--- config.mk ---
export PLATFORM = sky130hd
export DESIGN_NAME = clkreg_window
export DESIGN_NICKNAME = d
export VERILOG_FILES = /design/src/rtl/clkreg_pkg.sv /design/src/rtl/clkreg_decode.sv /design/src/rtl/clkreg_shadow.sv /design/src/rtl/clkreg_rdport.sv /design/src/rtl/clkreg_window.sv
export SDC_FILE = /design/constraint.sdc
export NUM_CORES = 1
export LEC_CHECK = 0
export ABC_AREA = 1
export BUFFER_PORTS_ARGS = -buffer_cell sky130_fd_sc_hd__buf_2
export CAP_MARGIN = 20
export CORE_MARGIN = 1
export CORE_UTILIZATION = 50
export DETAILED_ROUTE_END_ITERATION = 8
export PLACE_DENSITY = 0.77
export SYNTH_ARGS = -nofsm -noshare
export SYNTH_HDL_FRONTEND = slang
export SYNTH_SLANG_ARGS = --single-unit
--- constraint.sdc ---
create_clock -name clk -period 3.4 [get_ports clk]
set_input_delay 0.68 -clock clk [delete_from_list [all_inputs] [get_ports clk]]
set_output_delay 0.68 -clock clk [all_outputs]
set_load 0.02 [all_outputs]
--- src/rtl/clkreg_pkg.sv ---
package clkreg_pkg;

    localparam int BYTE_W    = 8;
    localparam int WIN_OFF_W = 4;
    localparam int WR_BIT    = 7;
    localparam int RD_BIT    = 6;

    typedef struct packed {
        logic                 rd;
        logic                 wr;
        logic                 hit;
        logic [WIN_OFF_W-1:0] off;
        logic [BYTE_W-1:0]    data;
    } bus_op_t;

endpackage

--- src/rtl/clkreg_decode.sv ---
module clkreg_decode
    import clkreg_pkg::*;
#(
    parameter int ADDR_W = 13
) (
    input  logic                ce_n,
    input  logic                we_n,
    input  logic                oe_n,
    input  logic [ADDR_W-1:0]   addr,
    input  logic [BYTE_W-1:0]   wr_data,
    output bus_op_t             op
);

    always_comb begin
        op.wr   = !ce_n && !we_n;
        op.rd   = !ce_n && !oe_n && we_n;
        op.hit  = &addr[ADDR_W-1:WIN_OFF_W];
        op.off  = addr[WIN_OFF_W-1:0];
        op.data = wr_data;
    end

endmodule

--- src/rtl/clkreg_shadow.sv ---
module clkreg_shadow
    import clkreg_pkg::*;
#(
    parameter int N_TIME = 8
) (
    input  logic                            clk,
    input  logic                            rst_n,
    input  bus_op_t                         op,
    input  logic                            sec_tick,
    input  logic [N_TIME-1:0][BYTE_W-1:0]   live_time,
    output logic [N_TIME-1:0][BYTE_W-1:0]   shadow,
    output logic [BYTE_W-1:0]               ctrl,
    output logic                            load_stb,
    output logic [N_TIME-1:0][BYTE_W-1:0]   load_time
);

    localparam int CTRL_OFF = N_TIME;

    typedef struct packed {
        logic [N_TIME-1:0][BYTE_W-1:0] shad;
        logic [BYTE_W-1:0]             ctrl;
        logic                          stb;
        logic [N_TIME-1:0][BYTE_W-1:0] ld;
    } shadow_state_t;

    shadow_state_t s_d, s_q;
    logic          refresh;
    logic          ctrl_wr;
    logic          time_wr;

    always_comb begin
        s_d     = s_q;
        s_d.stb = 1'b0;
        refresh = sec_tick && !s_q.ctrl[WR_BIT] && !s_q.ctrl[RD_BIT];
        ctrl_wr = op.wr && op.hit && (op.off == WIN_OFF_W'(CTRL_OFF));
        time_wr = op.wr && op.hit && s_q.ctrl[WR_BIT];

        if (refresh) begin
            s_d.shad = live_time;
        end

        for (int i = 0; i < N_TIME; i++) begin
            if (time_wr && (op.off == WIN_OFF_W'(i))) begin
                s_d.shad[i] = op.data;
            end
        end

        if (ctrl_wr) begin
            s_d.ctrl = op.data;
            if (s_q.ctrl[WR_BIT] && !op.data[WR_BIT]) begin
                s_d.stb = 1'b1;
                s_d.ld  = s_q.shad;
            end
        end
    end

    always_ff @(posedge clk) begin
        if (!rst_n) begin
            s_q <= '0;
        end else begin
            s_q <= s_d;
        end
    end

    assign shadow    = s_q.shad;
    assign ctrl      = s_q.ctrl;
    assign load_stb  = s_q.stb;
    assign load_time = s_q.ld;

endmodule

--- src/rtl/clkreg_rdport.sv ---
module clkreg_rdport
    import clkreg_pkg::*;
#(
    parameter int N_TIME = 8
) (
    input  logic                            clk,
    input  logic                            rst_n,
    input  bus_op_t                         op,
    input  logic [N_TIME-1:0][BYTE_W-1:0]   shadow,
    input  logic [BYTE_W-1:0]               ctrl,
    output logic [BYTE_W-1:0]               rd_data,
    output logic                            rd_en
);

    localparam int CTRL_OFF = N_TIME;

    typedef struct packed {
        logic              en;
        logic [BYTE_W-1:0] data;
    } rd_state_t;

    rd_state_t         r_d, r_q;
    logic [BYTE_W-1:0] sel;

    always_comb begin
        sel = '0;
        for (int i = 0; i < N_TIME; i++) begin
            if (op.off == WIN_OFF_W'(i)) begin
                sel = shadow[i];
            end
        end
        if (op.off == WIN_OFF_W'(CTRL_OFF)) begin
            sel = ctrl;
        end
        r_d.en   = op.rd && op.hit;
        r_d.data = r_d.en ? sel : '0;
    end

    always_ff @(posedge clk) begin
        if (!rst_n) begin
            r_q <= '0;
        end else begin
            r_q <= r_d;
        end
    end

    assign rd_data = r_q.data;
    assign rd_en   = r_q.en;

endmodule

--- src/rtl/clkreg_window.sv ---
module clkreg_window
    import clkreg_pkg::*;
#(
    parameter int ADDR_W = 13,
    parameter int N_TIME = 8
) (
    input  logic                       clk,
    input  logic                       rst_n,
    input  logic                       ce_n,
    input  logic                       we_n,
    input  logic                       oe_n,
    input  logic [ADDR_W-1:0]          addr,
    input  logic [7:0]                 wr_data,
    output logic [7:0]                 rd_data,
    output logic                       rd_en,
    input  logic                       sec_tick,
    input  logic [N_TIME*8-1:0]        live_time,
    output logic                       load_stb,
    output logic [N_TIME*8-1:0]        load_time
);

    bus_op_t                        op;
    logic [N_TIME-1:0][BYTE_W-1:0]  shadow_w;
    logic [N_TIME-1:0][BYTE_W-1:0]  load_w;
    logic [BYTE_W-1:0]              ctrl_w;

    clkreg_decode #(.ADDR_W(ADDR_W)) u_decode (
        .ce_n    (ce_n),
        .we_n    (we_n),
        .oe_n    (oe_n),
        .addr    (addr),
        .wr_data (wr_data),
        .op      (op)
    );

    clkreg_shadow #(.N_TIME(N_TIME)) u_shadow (
        .clk       (clk),
        .rst_n     (rst_n),
        .op        (op),
        .sec_tick  (sec_tick),
        .live_time (live_time),
        .shadow    (shadow_w),
        .ctrl      (ctrl_w),
        .load_stb  (load_stb),
        .load_time (load_w)
    );

    clkreg_rdport #(.N_TIME(N_TIME)) u_rdport (
        .clk     (clk),
        .rst_n   (rst_n),
        .op      (op),
        .shadow  (shadow_w),
        .ctrl    (ctrl_w),
        .rd_data (rd_data),
        .rd_en   (rd_en)
    );

    assign load_time = load_w;

endmodule

==> results of run 1 <==
## metrics by stage
stage / hold slack (ns) / power, W / worst slack [ns] / area [sq um]
after floorplan: 0.456 / 0.00199 / 1.37 / 7160
after global placement: 0.488 / 0.00211 / 0.844 / 8010
after detailed placement: 0.491 / 0.00211 / 0.798 / 8010
after CTS: 0.508 / 0.00388 / 1.20 / 8570
after global routing: 0.528 / 0.00399 / 0.934 / 8580
final: 0.505 / 0.00387 / 1.17 / 8580
## logic make-up after synthesis
| family | Yosys count | synth area share (%) |
|---|---|---|
| compound gates | 81 | 5.71 |
| buf+inv | 156 | 9.17 |
| flops | 146 | 40.8 |
| simple gates | 743 | 44.3 |
## worst paths after layout
kind,from,endpoint,slack (ns),cells past startpoint
worst max register to register,u_shadow.ctrl[7]$_SDFFE_PN0N_,u_shadow.shadow[39]$_SDFFE_PN0P_,1.38,7
worst max-delay path,addr[3],u_shadow.shadow[31]$_SDFFE_PN0P_,1.17,8
worst min-delay path,u_shadow.shadow[61]$_SDFFE_PN0P_,u_shadow.load_time[61]$_SDFFE_PN0P_,0.50,2
worst min register to register,u_shadow.shadow[61]$_SDFFE_PN0P_,u_shadow.load_time[61]$_SDFFE_PN0P_,0.50,2
## sequential cells by signal, summed over array words and instances (netlist names)
| register | cells |
|---|---|
| u_rdport.rd_data | 8 |
| u_shadow.load_stb | 1 |
| u_shadow.load_time | 64 |
| u_rdport.rd_en | 1 |
| u_shadow.shadow | 64 |
| u_shadow.ctrl | 8 |
## area by class of cell
| class | instances | area, sq um | area share (%) |
|---|---|---|---|
| sequential | 146 | 2920 | 34.1 |
| antenna | 1 | 2.50 | 0.0292 |
| timing repair buffer | 173 | 941 | 11.0 |
| multi-input combinational | 824 | 3600 | 41.9 |
| tap | 180 | 225 | 2.63 |
| inverter | 87 | 327 | 3.81 |
| clock inverter | 4 | 47.5 | 0.554 |
| clock buffer | 27 | 513 | 5.98 |
## layer usage
layer | track usage [%] | routed length [um]
met1 | 39.8 | 9370
met2 | 42.9 | 9090
met3 | 5.29 | 1580
met4 | 12.5 | 589
met5 | 0 | 0
## synthesized netlist by cell type (all sizes together)
library cell / count
nor2: 313
nand2: 310
dfxtp: 146
nand3: 93
inv: 86
o21ai: 78
clkbuf: 37
buf: 32
nand4: 19
nor3: 7
a21oi: 1
a31oi: 1
clkinv: 1
nor4: 1
o31ai: 1
## report_power, final
part           switching (W)  internal, W
clock network       0.000691      0.00110
registers          0.0000457      0.00175
logic               0.000184     0.000102
total               0.000921      0.00295
## worst min-delay path: stages (launching register included)
cell	delay, ns
dfxtp_1	0.33
nor2_2	0.10
nor2_1	0.04
==> metrics.md, run 1 <==
| Metric | Value |
|---|---|
| Status | `completed` |
| Post-Syn Instances | `1126` |
| CP dominant cell by count | `nand3_1` |
| Placed cells | `1410` |
| Yosys reg bits | `146` |
| DRC Markers | `0` |
| Post-DR wirelength/cell | `14.3 um` |
| Critical path's largest stage delay | `0.52 ns` |
| Buf/Inv on CP | `2` |
| Total grt overflow | `0` |
| Peak VDD IR | `0.388 mV` |
| Fin util | `61.5%` |
| Dpl hpwl | `13900 um` |
| Core Area | `0.0139 sq mm` |
| Die X | `122 um` |
| Commonest non-fill, non-tap cell in the layout | `nand2_1` |
| Synth cell types | `27` |
| Element type at the critical path end | `flop` |
| CTS Buffer Depth | `2` |
| Initial drt markers | `629` |
| Slew @ Worst Pin | `0.853 ns` |
| Leak | `4.59 nW` |
| Synthesis Warnings | `0` |
| Most frequent cells in the layout | `nand2_1, nor2_1, buf_2, dfxtp_1, nand3_1` |
| Pwr/cell area | `452 mW/mm^2` |
| Worst path slowest cell | `nand4_1` |
| Port buffer count | `164` |
| Pin count of the biggest net entering global routing | `136` |
| Post-synthesis sequential area ratio | `40.8%` |
| Setup bufs post-CTS | `0` |
| Critical path arrival | `2.59 ns` |
| Endpoints failing setup | `0` |
| CTS Hold Buffers Added | `0` |
| Vias per cell | `5.12` |
| Slew HR | `43.0%` |
| I/O pins | `165` |
| Largest cells by area after synthesis | `dfxtp_1, nand2_1, nor2_1` |
| Critical path required time | `3.76 ns` |
| Final Max Tran Viols | `0` |
| Share of layout cells above drive strength 1 | `21.3%` |
| WL final | `20600 um` |
| Vias in the first global route | `6273` |
| Critical path peak fanout | `19` |
| Syn-to-layout area delta | `19.7%` |
| Avg Inst Size Synth | `6.36 sq um` |
| Worst Skew | `0.00641 ns` |
| Crit Path Category | `primary input to flop` |
| Hold Crit Class | `flop to flop` |
| Clk_lat worst skew | `0.43 ns` |
| Clock root cell | `clkbuf_16` |
| CTS resizes | `0` |
| GP Congestion | `0.883` |
| Synthesized area | `0.00716 sq mm` |
| Final worst path period share | `65.5%` |
| ANT nets after route | `0` |
| RSZ-0062 raised after global routing | `false` |
| Crit path launch type | `primary input` |
| Syn nets | `1217` |
| Layout Nets | `1340` |
| Max Freq | `449 MHz` |
| Delay-heaviest family, CP | `simple AND/OR/NAND/NOR gates` |
| DIE AREA | `0.0148 sq mm` |
| TritonCTS Buffers | `17` |
| Initial antenna violation count | `1` |
| Fin cells | `1442` |
| CTS sink cnt | `146` |
| Period minus WS final | `2.23 ns` |
| Top cell type's share of synthesized area | `40.8%` |
| Fillers | `1327` |
| GRT Overall Usage | `28.5%` |
| Via count | `7382` |
| Hold Vio Cnt, Final | `0` |
| Pre-Repair DR Iteration Count | `5` |
| Cells along the critical path | `buf_2, nor2_4, nand3_1, inv_1, nand4_1, nand3_1, nand2_1, nor2_1` |
| First-pass GRT wire length | `32300 um` |
| Die H | `122 um` |
| # H-tree levels | `4` |
| FP Rows | `43` |
| Clock slew at reported path FFs | `0.06 ns` |
| Fin Setup TNS | `0 ns` |
| Initial Utilization | `51.4%` |
| Leading area contributor after synthesis | `dfxtp_1` |
| Total of max-cap violations | `0` |
| CTS tree | `built` |
Power figures use the tool's default switching activity.
==> run 2: changes to the inputs <==
==> constraint.sdc (replaced) <==
create_clock -name clk -period 2.16 [get_ports clk]
set_input_delay 0.432 -clock clk [delete_from_list [all_inputs] [get_ports clk]]
set_output_delay 0.432 -clock clk [all_outputs]
set_load 0.02 [all_outputs]
==> run 2 against run 1 <==
Final cell count is 1.3% higher; critical path depth stayed put; power is 63% higher; combinational power is 59% higher; via count is 0.96% higher; sequential cell count stayed put; critical path type unchanged; register-to-register slack worse by 0.72 ns; non-clock buffer count is 18 higher; worst setup slack worse by 0.53 ns; highest routed layer unchanged; largest cell class unchanged; count of clock-buffer cells in the layout is 8 lower; core utilization is 1.2 points higher; first-iteration DRC count is 4.9% higher.
==> metrics.md, run 2 (synthesized netlist as in run 1, its figures left out) <==
| Metric | Value |
|---|---|
| Element type at the critical path end | `flop` |
| Commonest non-fill, non-tap cell in the layout | `nand2_1` |
| Die X | `122 um` |
| Max Freq | `661 MHz` |
| Initial drt markers | `660` |
| Vias per cell | `5.10` |
| GP Congestion | `0.868` |
| DRC Markers | `0` |
| Vias in the first global route | `6625` |
| Hold Crit Class | `primary input to flop` |
| Most frequent cells in the layout | `nand2_1, nor2_1, buf_2, dfxtp_1, nand3_1` |
| Pin count of the biggest net entering global routing | `101` |
| Crit path launch | `addr[10]` |
| Die H | `122 um` |
| Final worst path period share | `70.1%` |
| Clk_lat worst skew | `0.43 ns` |
| Critical path arrival | `1.88 ns` |
| Clock slew at reported path FFs | `0.06 ns` |
| Pwr/cell area | `722 mW/mm^2` |
| CTS sink cnt | `146` |
| Reg-to-reg startpoint | `u_shadow.ctrl[7]$_SDFFE_PN0N_` |
| Initial Utilization | `51.4%` |
| Power consumption | `0.00631 W` |
| Final Max Tran Viols | `0` |
| RSZ-0062 raised after global routing | `false` |
| Total grt overflow | `0` |
| Leak | `4.68 nW` |
| FP Rows | `43` |
| Slew @ Worst Pin | `0.524 ns` |
| ANT nets after route | `0` |
| Setup bufs post-CTS | `0` |
| Crit path launch type | `primary input` |
| Initial antenna violation count | `1` |
| Slew HR | `65.0%` |
| First-pass GRT wire length | `33400 um` |
| Critical path required time | `2.53 ns` |
| Critical path peak fanout | `16` |
| CTS Buffer Depth | `2` |
| I/O pins | `165` |
| WL final | `21200 um` |
| Post-DR wirelength/cell | `14.5 um` |
| TritonCTS Buffers | `17` |
| CTS Hold Buffers Added | `0` |
| Syn-to-layout area delta | `22.0%` |
| GRT Overall Usage | `29.3%` |
| Dpl hpwl | `14200 um` |
| Layout Nets | `1358` |
| Endpoints failing setup | `0` |
| Hold_sp | `oe_n` |
| CTS tree | `built` |
| DIE AREA | `0.0148 sq mm` |
| Share of layout cells above drive strength 1 | `22.8%` |
| CTS resizes | `0` |
| Hold Vio Cnt, Final | `0` |
| # H-tree levels | `4` |
| Core Area | `0.0139 sq mm` |
| Clock root cell | `clkbuf_16` |
| Peak VDD IR | `0.516 mV` |
| Status | `completed` |
| Crit Path Category | `primary input to flop` |
| Fin util | `62.7%` |
| Via count | `7453` |
| Pre-Repair DR Iteration Count | `7` |
| Fin Setup TNS | `0 ns` |
| Total of max-cap violations | `0` |
| Period minus WS final | `1.51 ns` |
| Worst Hold Slack | `0.305 ns` |
| Port buffer count | `164` |
| Worst Skew | `0.00884 ns` |
-- run 2: changes by cell type in the layout (fill, tap and decap cells not counted), sizes merged --
cell      delta
buf         +18
clkbuf       -8
bufinv       +1
inv          +4
clkinv       +1
clkinvlp     +3
-- run 2: report_power, final --
part	leakage [nW]	total, W	internal, W	switching, W
registers	1.19	0.00283	0.00276	0.0000734
clock network	0.283	0.00302	0.00178	0.00124
logic	3.21	0.000456	0.000166	0.000290
total	4.68	0.00631	0.00470	0.00160
-- run 2: worst paths after layout --
| check | endpoint | slack (ns) | cells after the start |
|---|---|---|---|
| max reg2reg | u_shadow.shadow[14]$_SDFFE_PN0P_ | 0.66 | 8 |
| max | u_shadow.shadow[49]$_SDFFE_PN0P_ | 0.65 | 8 |
| min | u_rdport.rd_data[7]$_SDFF_PN0_ | 0.31 | 4 |
| min reg2reg | u_shadow.load_time[61]$_SDFFE_PN0P_ | 0.50 | 2 |
-- run 2: stage by stage --
stage	setup WS, ns	area [sq um]	std cells
2_1_floorplan	0.382	7160	1126
3_3_place_gp	0.273	8140	1428
3_5_place_dp	0.221	8140	1428
4_1_cts	0.661	8740	1460
5_1_grt	0.484	8740	1460
6_report	0.646	8740	1461
-- run 2: area by class of cell --
cell class	count	area, sq um
clock inverter	13	151
timing repair buffer	191	1060
clock buffer	19	453
tap	180	225
inverter	87	327
multi-input combinational	824	3600
antenna	1	2.50
fill	1343	5190
sequential	146	2920
-- run 2: layer usage --
| metal | track usage, % | up-vias | part of all wire [%] |
|---|---|---|---|
| li1 | - | 3762 | - |
| met1 | 39.6 | 3291 | 44 |
| met2 | 45.5 | 346 | 44 |
| met3 | 5.48 | 54 | 8.4 |
| met4 | 13.0 | 0 | 3.5 |
| met5 | 0 | - | 0 |
-- run 2: critical path, cell delays in order --
cell and delay (ns):
buf_2 0.09, nand4_1 0.14, nor3_4 0.26, buf_4 0.22, nand4_2 0.35, nand3_1 0.21, nand2_1 0.06, nor2_1 0.10
==> run 3: changes to the inputs <==
--- a/config.mk
+++ b/config.mk
@@ -5,13 +5,13 @@
 export SDC_FILE = /design/constraint.sdc
 export NUM_CORES = 1
 export LEC_CHECK = 0
-export ABC_AREA = 1
+export ABC_AREA = 0
 export BUFFER_PORTS_ARGS = -buffer_cell sky130_fd_sc_hd__buf_2
 export CAP_MARGIN = 20
 export CORE_MARGIN = 1
-export CORE_UTILIZATION = 50
+export CORE_UTILIZATION = 49
 export DETAILED_ROUTE_END_ITERATION = 8
-export PLACE_DENSITY = 0.77
+export PLACE_DENSITY = 0.79
 export SYNTH_ARGS = -nofsm -noshare
 export SYNTH_HDL_FRONTEND = slang
 export SYNTH_SLANG_ARGS = --single-unit
==> constraint.sdc (replaced) <==
create_clock -name clk -period 1.2 [get_ports clk]
set_input_delay 0.24 -clock clk [delete_from_list [all_inputs] [get_ports clk]]
set_output_delay 0.24 -clock clk [all_outputs]
set_load 0.02 [all_outputs]
==> run 3 against run 2 <==
The flow now finishes with violations (setup timing); synthesized cell count shrank 33%; sequential cell count is the same; register-to-register slack lost 0.99 ns; sequential power grew 80%; hold slack lost 0.16 ns; final cell count shrank 22%; non-clock buffer count grew 70; sequential share of layout area shrank 3.9 points; routed wire length grew 11%; largest cell class unchanged.
==> metrics.md, run 3 <==
| Metric | Value |
|---|---|
| Post-synthesis adder-cell area fraction | `0%` |
| Critical path's largest stage delay | `0.54 ns` |
| TritonCTS Buffers | `17` |
| Via count | `6952` |
| Dpl hpwl | `14600 um` |
| Total of max-cap violations | `0` |
| Post-synth ARST share | `0%` |
| Number of flops mapped to enable cells by yosys | `0` |
| Commonest cells post-synth | `dfxtp_1, mux2i_1, nand2_1` |
| Cells along the critical path | `buf_8, or4b_4, buf_6, nor4_4, buf_6, clkbuf_16, nand3_1, a21boi_1` |
| Initial Utilization | `50.8%` |
| Core Area | `0.0140 sq mm` |
| Clock slew at reported path FFs | `0.06 ns` |
| Die X | `122 um` |
| Post-synthesis sequential area ratio | `41.1%` |
| Status | `finished with violations` |
| Layout Nets | `1043` |
| GRT Overall Usage | `29.9%` |
| Slew @ Worst Pin | `0.621 ns` |
| Leak | `4.85 nW` |
| Mux share of post-synthesis cell area | `13.8%` |
| DIE AREA | `0.0150 sq mm` |
| Met3 wire length | `1870 um` |
| I/O pins | `165` |
| Diode count | `0` |
| Hold Crit Class | `primary input to flop` |
| Pre-Repair DR Iteration Count | `5` |
| XOR/XNOR Fraction of Synth Area | `0%` |
| Total grt overflow | `0` |
| Hold Vio Cnt, Final | `0` |
| Share of layout cells above drive strength 1 | `40.5%` |
| Synth Area in Compound Gates | `24.4%` |
| Clock root cell | `clkbuf_16` |
| Crit Path Category | `primary input to flop` |
| Largest family of logic cells by synthesized area | `compound AO/OA/AOI/OAI gates` |
| Commonest non-fill, non-tap cell in the layout | `dfxtp_1` |
| Critical path required time | `1.55 ns` |
| Fillers | `1006` |
| RSZ-0062 raised after global routing | `true` |
| Port buffer count | `164` |
| Met2 wire len | `11200 um` |
| Crit path launch type | `primary input` |
| WL final | `23500 um` |
| Post-DR wirelength/cell | `20.5 um` |
| First-pass GRT wire length | `34100 um` |
| CTS Buffer Depth | `2` |
| Yosys reg bits | `146` |
| CP dominant cell by count | `buf_6` |
| Initial drt markers | `712` |
| Simple-gate portion of the synthesized area | `14.8%` |
| Fin area | `0.00996 sq mm` |
| Top sig layer | `met4` |
| CTS tree | `built` |
| Element type at the critical path end | `flop` |
| Final Max Tran Viols | `0` |
| Syn-to-layout area delta | `40.2%` |
| Vias in the first global route | `6414` |
| R2R Setup Slk | `-0.33 ns` |
| Critical path arrival | `1.88 ns` |
| Max Freq | `654 MHz` |
| Die H | `122 um` |
| Failing checks | `setup timing` |
| FP Rows | `43` |
| Leading area contributor after synthesis | `dfxtp_1` |
| Worst path slowest cell | `or4b_4` |
| Endpoints failing setup | `132` |
| Dpl ws | `-0.776 ns` |
| ANT nets after route | `0` |
| Worst setup margin | `-0.329 ns` |
| Slew HR | `58.6%` |
| Most frequent cells in the layout | `dfxtp_1, buf_2, buf_4, mux2i_1, nand2_1` |
| DRC Markers | `0` |
| # H-tree levels | `4` |
| Vias per cell | `6.07` |
| Synth cell types | `51` |
| Worst Skew | `0.0108 ns` |
| Synthesis Warnings | `0` |
| Top-count cell post-synth | `dfxtp_1` |
| Peak VDD IR | `1.10 mV` |
| Top FF cell, synth | `dfxtp_1` |
| Period minus WS final | `1.53 ns` |
| Initial antenna violation count | `0` |
| Post-Place Cell Area | `0.00851 sq mm` |
| Synthesized area | `0.00710 sq mm` |
| Pwr/cell area | `1220 mW/mm^2` |
| CTS Hold Buffers Added | `0` |
| Pin count of the biggest net entering global routing | `138` |
| Post-Syn Instances | `749` |
| Avg Inst Size Synth | `9.49 sq um` |
| Top cell type's share of synthesized area | `41.1%` |
| GP Congestion | `0.907` |
| Critical path peak fanout | `10` |
| Clk_lat worst skew | `0.44 ns` |
| CTS sink cnt | `146` |
| Final worst path period share | `127%` |
| Largest cells by area after synthesis | `dfxtp_1, mux2i_1, o211a_1` |
| Syn nets | `840` |
| M1 wire length | `9730 um` |
[run 3: changes by cell type after synthesis, sizes merged, moves of 7 or more]
| cell | before | now |
|---|---|---|
| a21boi | 0 | 64 |
| clkbuf | 37 | 45 |
| inv | 86 | 2 |
| mux2 | 0 | 13 |
| mux2i | 0 | 81 |
| nand2 | 310 | 74 |
| nand3 | 93 | 65 |
| nand4 | 19 | 12 |
| nor2 | 313 | 3 |
| nor2b | 0 | 9 |
| o211a | 0 | 65 |
| o21ai | 78 | 69 |
[run 3: per-layer routing]
layer	vias up	GRT usage, %
met2	379	47.2
met5	-	0
li1	3192	-
met1	3319	39.6
met4	0	12.5
met3	62	5.90
[run 3: path summary, 6_finish.rpt]
path / depth (start not counted) / end / start
worst max-delay path: 8 / u_shadow.load_time[26]$_SDFFE_PN0P_ / addr[0]
worst min-delay path: 4 / u_shadow.shadow[53]$_SDFFE_PN0P_ / live_time[53]
worst max register to register: 6 / u_shadow.shadow[11]$_SDFFE_PN0P_ / u_shadow.ctrl[7]$_SDFFE_PN0N_
worst min register to register: 2 / u_shadow.load_time[30]$_SDFFE_PN0P_ / u_shadow.load_time[30]$_SDFFE_PN0P_
[run 3: power breakdown]
| part | total [W] | switching, W | internal (W) |
|---|---|---|---|
| logic | 0.00131 | 0.000631 | 0.000679 |
| registers | 0.00510 | 0.000123 | 0.00498 |
| clock network | 0.00575 | 0.00206 | 0.00369 |
| total | 0.0122 | 0.00281 | 0.00935 |
[run 3: cell type report]
class                           instances  area (sq um)  area share [%]
Multi-Input combinational cell        524          4130            41.5
Clock inverter                          9           151            1.52
Timing Repair Buffer                  261          2010            20.2
Tap cell                              180           225            2.26
Clock buffer                           23           488            4.90
Sequential cell                       146          2940            29.5
Inverter                                2          7.51          0.0754
[run 3: critical path: cells and delay by family]
family / cells / cell delay, ns
simple gates: 3 / 0.78
buf+inv: 4 / 0.67
compound gates: 1 / 0.19
[run 3: logic make-up (layout without fill, tap and decap cells)]
| group | Yosys count | in the layout |
|---|---|---|
| mux | 95 | 95 |
| buf+inv | 79 | 295 |
| compound gates | 232 | 232 |
| simple gates | 197 | 197 |
| flops | 146 | 146 |
[run 3: repair_timing]
item	4_1_cts	5_1_grt
setup endpoints to repair	146	168
gates cloned	1	6
pin swaps	33	44
hold endpoints to repair	0	0
resized for setup	51	107
setup buffers	3	6
[run 3: per-stage QoR]
stage	hold slack, ns	std cells	util (%)	total power, W	TNS [ns]
6_report	0.150	1145	71.2	0.0122	-32.41
4_1_cts	0.143	1133	67.0	0.0120	-28.51
2_1_floorplan	0.455	749	-	0.00587	-63.75
3_3_place_gp	0.459	1097	60.9	0.00630	-80.65
3_5_place_dp	0.465	1097	60.9	0.00633	-83.68
5_1_grt	0.166	1145	71.2	0.0125	-39.53
